## src/rtl/pwr_guard_pkg.sv

```systemverilog
package pwr_guard_pkg;

   typedef enum logic [1:0] {
      ST_SEALED  = 2'd0,
      ST_BATTERY = 2'd1,
      ST_RECOVER = 2'd2,
      ST_NORMAL  = 2'd3
   } guard_state_t;

   localparam int FL_PROT = 0;
   localparam int FL_NORM = 1;
   localparam int FL_SWAP = 2;
   localparam int NFLAG   = 3;

endpackage

```

## src/rtl/pg_flag_cond.sv

```systemverilog
module pg_flag_cond #(
   parameter int SYNC_STG = 2,
   parameter int DEB_CYC  = 16
) (
   input  logic clk,
   input  logic rst_n,
   input  logic raw,
   output logic good
);
   localparam int DW = (DEB_CYC > 1) ? $clog2(DEB_CYC + 1) : 1;

   logic [SYNC_STG-1:0] sr;
   logic                s_q;

   always_ff @(posedge clk or negedge rst_n) begin
      if (!rst_n) sr <= '0;
      else        sr <= {sr[SYNC_STG-2:0], raw};
   end
   assign s_q = sr[SYNC_STG-1];

   generate
      if (DEB_CYC == 0) begin : g_bypass
         assign good = s_q;
      end else begin : g_filter
         logic [DW-1:0] cnt;
         logic          good_q;
         always_ff @(posedge clk or negedge rst_n) begin
            if (!rst_n) begin
               cnt    <= '0;
               good_q <= 1'b0;
            end else if (!s_q) begin
               cnt    <= '0;
               good_q <= 1'b0;
            end else if (!good_q) begin
               if (cnt == DW'(DEB_CYC - 1)) begin
                  good_q <= 1'b1;
                  cnt    <= '0;
               end else begin
                  cnt <= cnt + 1'b1;
               end
            end
         end
         assign good = good_q;
      end
   endgenerate
endmodule

```

## src/rtl/pg_rec_timer.sv

```systemverilog
module pg_rec_timer #(
   parameter int REC_CYC = 25_000_000,
   parameter int CNT_W   = $clog2(REC_CYC)
) (
   input  logic             clk,
   input  logic             rst_n,
   input  logic             run,
   output logic             done,
   output logic [CNT_W-1:0] cnt
);
   localparam logic [CNT_W-1:0] LAST = CNT_W'(REC_CYC - 1);

   assign done = run && (cnt == LAST);

   always_ff @(posedge clk or negedge rst_n) begin
      if (!rst_n)             cnt <= '0;
      else if (run && !done)  cnt <= cnt + 1'b1;
      else                    cnt <= '0;
   end
endmodule

```

## src/rtl/pg_fresh_latch.sv

```systemverilog
module pg_fresh_latch (
   input  logic clk,
   input  logic fact_rst_n,
   input  logic arm,
   output logic armed
);
   always_ff @(posedge clk or negedge fact_rst_n) begin
      if (!fact_rst_n) armed <= 1'b0;
      else if (arm)    armed <= 1'b1;
   end
endmodule

```

## src/rtl/pg_supply_switch.sv

```systemverilog
module pg_supply_switch (
   input  logic clk,
   input  logic rst_n,
   input  logic armed,
   input  logic norm_f,
   input  logic swap_f,
   output logic bat_sel
);
   logic norm_q, swap_q, sel_q;

   always_ff @(posedge clk or negedge rst_n) begin
      if (!rst_n) begin
         norm_q <= 1'b0;
         swap_q <= 1'b0;
         sel_q  <= 1'b0;
      end else begin
         norm_q <= norm_f;
         swap_q <= swap_f;
         if (norm_f)                 sel_q <= 1'b0;
         else if (!armed)            sel_q <= 1'b0;
         else if (!swap_f)           sel_q <= 1'b1;
         else if (norm_q)            sel_q <= 1'b1;
         else if (swap_f && !swap_q) sel_q <= 1'b0;
      end
   end
   assign bat_sel = sel_q;
endmodule

```

## src/rtl/pwr_guard.sv

```systemverilog
module pwr_guard
   import pwr_guard_pkg::*;
#(
   parameter int SYNC_STG = 2,
   parameter int DEB_CYC  = 16,
   parameter int REC_CYC  = 25_000_000
) (
   input  logic clk,
   input  logic rst_n,
   input  logic fact_rst_n,
   input  logic vdd_above_prot,
   input  logic vdd_above_norm,
   input  logic vdd_above_swap,
   input  logic ce_n_i,
   input  logic we_n_i,
   input  logic oe_n_i,
   output logic ce_n_o,
   output logic we_n_o,
   output logic oe_n_o,
   output logic dq_drv,
   output logic protect,
   output logic bat_sel
);
   localparam int CNT_W = $clog2(REC_CYC);

   generate
      if (SYNC_STG < 2) begin : g_bad_sync
         $error("pwr_guard: SYNC_STG must be at least 2");
      end
      if (DEB_CYC < 0) begin : g_bad_deb
         $error("pwr_guard: DEB_CYC must not be negative");
      end
      if (REC_CYC < 2) begin : g_bad_rec
         $error("pwr_guard: REC_CYC must be at least 2");
      end
   endgenerate

   logic             rst_all_n;
   logic [NFLAG-1:0] raw_fl, good_fl;
   logic             prot_f, norm_f, swap_f;
   logic             armed, arm_set;
   logic             rec_run, rec_done;
   logic [CNT_W-1:0] rec_cnt;
   guard_state_t     state, state_nx;

   assign rst_all_n = rst_n & fact_rst_n;

   assign raw_fl[FL_PROT] = vdd_above_prot;
   assign raw_fl[FL_NORM] = vdd_above_norm;
   assign raw_fl[FL_SWAP] = vdd_above_swap;

   generate
      for (genvar i = 0; i < NFLAG; i++) begin : g_flag
         pg_flag_cond #(.SYNC_STG(SYNC_STG), .DEB_CYC(DEB_CYC)) u_cond (
            .clk   (clk),
            .rst_n (rst_all_n),
            .raw   (raw_fl[i]),
            .good  (good_fl[i])
         );
      end
   endgenerate

   assign prot_f = good_fl[FL_PROT];
   assign norm_f = good_fl[FL_NORM];
   assign swap_f = good_fl[FL_SWAP];

   assign rec_run = (state == ST_RECOVER) && norm_f;

   pg_rec_timer #(.REC_CYC(REC_CYC), .CNT_W(CNT_W)) u_timer (
      .clk   (clk),
      .rst_n (rst_all_n),
      .run   (rec_run),
      .done  (rec_done),
      .cnt   (rec_cnt)
   );

   assign arm_set = (state == ST_SEALED) && !armed && norm_f && prot_f;

   pg_fresh_latch u_fresh (
      .clk        (clk),
      .fact_rst_n (fact_rst_n),
      .arm        (arm_set),
      .armed      (armed)
   );

   pg_supply_switch u_switch (
      .clk     (clk),
      .rst_n   (rst_all_n),
      .armed   (armed),
      .norm_f  (norm_f),
      .swap_f  (swap_f),
      .bat_sel (bat_sel)
   );

   always_comb begin
      state_nx = state;
      unique case (state)
         ST_SEALED: begin
            if (armed)                 state_nx = ST_BATTERY;
            else if (norm_f && prot_f) state_nx = ST_RECOVER;
         end
         ST_BATTERY: begin
            if (norm_f && prot_f)      state_nx = ST_RECOVER;
         end
         ST_RECOVER: begin
            if (!prot_f)               state_nx = ST_BATTERY;
            else if (rec_done)         state_nx = ST_NORMAL;
         end
         ST_NORMAL: begin
            if (!prot_f)               state_nx = ST_BATTERY;
         end
         default:                      state_nx = ST_SEALED;
      endcase
   end

   always_ff @(posedge clk or negedge rst_all_n) begin
      if (!rst_all_n) state <= ST_SEALED;
      else            state <= state_nx;
   end

   assign protect = (state != ST_NORMAL);
   assign ce_n_o  = ce_n_i | protect;
   assign we_n_o  = we_n_i | protect;
   assign oe_n_o  = oe_n_i | protect;
   assign dq_drv  = !protect && !ce_n_i && !oe_n_i && we_n_i;

endmodule

```

## config.mk

```make
export PLATFORM = sky130hd
export DESIGN_NAME = pwr_guard
export DESIGN_NICKNAME = d
export VERILOG_FILES = /design/src/rtl/pwr_guard_pkg.sv /design/src/rtl/pg_flag_cond.sv /design/src/rtl/pg_rec_timer.sv /design/src/rtl/pg_fresh_latch.sv /design/src/rtl/pg_supply_switch.sv /design/src/rtl/pwr_guard.sv
export SDC_FILE = /design/constraint.sdc
export NUM_CORES = 1
export LEC_CHECK = 0
export BUFFER_PORTS_ARGS = -buffer_cell sky130_fd_sc_hd__clkbuf_2
export CORE_MARGIN = 1.5
export CORE_UTILIZATION = 27
export CTS_BUF_LIST = sky130_fd_sc_hd__clkbuf_16
export DETAILED_ROUTE_END_ITERATION = 6
export RECOVER_POWER = 100
export SYNTH_ARGS = -nofsm -noshare
export SYNTH_HDL_FRONTEND = slang
export SYNTH_HIERARCHICAL = 1
export SYNTH_SLANG_ARGS = --single-unit
```

## constraint.sdc

```tcl
create_clock -name clk -period 3.6 [get_ports clk]
set_input_delay 0.36 -clock clk [delete_from_list [all_inputs] [get_ports clk]]
set_output_delay 0.36 -clock clk [all_outputs]
set_load 0.1 [all_outputs]
```

==> metrics.txt <==
Post-DP HPWL=3.29 mm; Final Skew=4.47 ps; die height=102 um; Worst EP required=3240 ps; Async S/R FF share, synth=100%; slowest CP cell=clkbuf_1; final setup fails=0; Post-layout nets=287; number of enable flip-flop cells after synthesis=0; fraction of layout cells with a size suffix above 1=12.7%; Hold Path Class=input port to flop; DR pass1 iterations=4; Hold-fix buffers, CTS=1; M3 GR Usage=3.49%; Worst EP arrival=2120 ps; Critical R2R Launch=u_timer/cnt[15]; Die ar.=10,400 um2; dpl cells=395; total wire length=4.66 mm; crit-path max cell delay=880 ps; I/O pins=15; vias in the first global route=1,829; PwrDens=389 nW/um2; Unique masters post-synth=45; Mapped Cells=255; FF-to-FF End=u_timer/cnt[11]; r2r setup slk=1210 ps; initial antenna violation count=0; Initial Utilization=28.2%; Core ar.=9370 um2; fin cells=404; design area=2990 um2; Post-CTS Setup Repair Bufs=0; delay-heaviest family, CP=buffers and inverters; gr busiest metal=met2; Worst Tran Pin Value=1700 ps; ant diodes=0; IO Port Bufs=14; row count=35; Antenna Nets Post-Route=0; GRT met2 Usage=15.8%; CTS sink cnt=55; Fillers=997; synthesized cell area=2640 um2; global-route wire length before repair=8.25 mm; status=finished, violations left; DRC Markers=0; H-tree depth=2; total CTS buffers=5; synthesis-stage register bit count=55; die width=102 um; crit path launch type=flop; routability cong.=0.781; WHS Endpoint=g_flag[1].u_cond/sr[0]; Power Total=0.00116 W; number of vias per cell=4.86; Clock Latency Late Sink=290 ps; Worst Setup End Kind=primary output; placed inst area=2850 um2; Max-slew headroom=-13.6%; hold path start=vdd_above_norm; largest net degree at the start of global routing=29; Period minus WS final=2480 ps; via count=1,964; Synthesized Nets=268; total gr overflow=0; clock slew seen by the registers of the worst setup and hold paths=70 ps; setup_tns=0 ps; Peak VDD IR=0.000185 V; RSZ-0062 raised after global routing=false; syn avg cell area=10.3 um2; Synth Flop Type=dfrtp_1; clock root cell=clkbuf_16; GR met1 Demand/Resource=13.1%; CP bufs+invs=1; cells on worst reg2reg path=4; worst path cell trace=nand2_2 > or2_4 > nor3b_2 > clkbuf_1; Fmax=403 MHz; Clock Tree Buf Depth=2; gr usage total=9.89%; area growth from synthesis to layout=13.2%; Final Hold Fails=0; max cap viols=1; Tcrit/Tclk final=68.9%; Slew Viols, Final=28; post-CTS sizing=0; First DRT Iteration DRCs=95; routed len/inst=11.5 um; sequential share of the synthesized area=52.2%; failing checks=max-capacitance violations, max-slew violations; Pleak=1.22 nW; largest fanout on the critical path=7; YS warnings=6; CTS tree=done; hold path depth=1; Setup CP Type=flop to primary output
## layout by cell type (no fill, tap or decap), drive strengths merged, types with 5 or more instances in the layout
cell,n
o21ai,8
xnor2,7
xor2,8
a31oi,7
nand2,23
and3,7
or3,5
and2,5
nor2,19
o31ai,6
dfrtp,55
a21oi,15
inv,10
nand3,20
clkbuf,19
or4,8
nand4,5
## through the flow
stage	utilization, %	setup slack, ps	hold WS [ps]
6_report	31.9	1120	174
5_1_grt	31.9	745	166
4_1_cts	32.1	1200	167
3_5_place_dp	30.5	1210	141
3_3_place_gp	30.5	1280	141
2_1_floorplan	-	729	64.4
## report_power, final
part | leakage (nW) | total [W] | internal, W | switching (W)
clock | 0.0710 | 0.000465 | 0.000254 | 0.000211
sequential | 0.746 | 0.000652 | 0.000634 | 0.0000175
combinational | 0.400 | 0.0000463 | 0.0000196 | 0.0000267
total | 1.22 | 0.00116 | 0.000908 | 0.000255
## logic make-up (layout without fill, tap and decap cells)
kind of cell               Yosys count  after routing  synth area share [%]
AOI/OAI and AO/OA                   42             42                  9.96
adders and majority gates            4              4                  1.90
xor gates and xnor gates            15             15                  4.98
buffers and inverters               13             33                  2.23
and+or+nand+nor                    126            126                  28.8
DFF                                 55             55                  52.2
## how the worst max path moves through the flow
stage                     cells after the start  slack [ps]       startpoint               to
after floorplan                               3         730         state[0]           dq_drv
after global placement                        4        1280  u_timer/cnt[17]   u_timer/cnt[4]
after detailed placement                      4        1210  u_timer/cnt[17]  u_timer/cnt[11]
after CTS                                     4        1200  u_timer/cnt[17]  u_timer/cnt[11]
after global routing                          4         750       fact_rst_n  u_timer/cnt[17]
final                                         4        1120         state[0]           dq_drv
## sequential cells by signal (all words and copies together) (netlist names)
name and cells:
u_switch/swap_q 1, u_fresh/armed 1, g_flag.u_cond/g_filter.cnt 15, u_timer/cnt 25, g_flag.u_cond/sr 6, u_switch/norm_q 1
state 2, u_switch/bat_sel 1, g_flag.u_cond/good 3
## cell usage after synthesis, drive strengths merged (4+ instances only)
cell type,instances,share of area [%]
xor2,8,2.7
dfrtp,55,52
xnor2,7,2.3
nor2,19,2.7
a21oi,15,3.0
a31oi,7,1.7
nand4,5,1.4
and4b,4,2.0
nand2,23,3.4
or4,8,2.4
nor2b,4,0.95
and3,7,1.7
or3,5,1.2
o21ai,8,1.5
o21a,4,1.1
o31ai,6,1.7
and2,5,1.3
or2,4,1.0
inv,9,1.3
ha,4,1.9
nand3,20,4.0
## cell type report
| cell class | count | area (um2) | share of cell area (%) |
|---|---|---|---|
| Clock buffer | 5 | 125 | 4.19 |
| Clock inverter | 3 | 16.3 | 0.544 |
| Inverter | 9 | 33.8 | 1.13 |
| Multi-Input combinational cell | 187 | 1200 | 40.0 |
| Sequential cell | 55 | 1380 | 46.1 |
| Tap cell | 129 | 161 | 5.40 |
| Timing Repair Buffer | 16 | 78.8 | 2.64 |
## routing by layer
layer  vias up  routed length, um
li1        966                  -
met2        22               2140
met1       972               2320
met5         -                  0
met4         0                 36
met3         4                167
No activity file was read; power rests on OpenSTA's default activity.
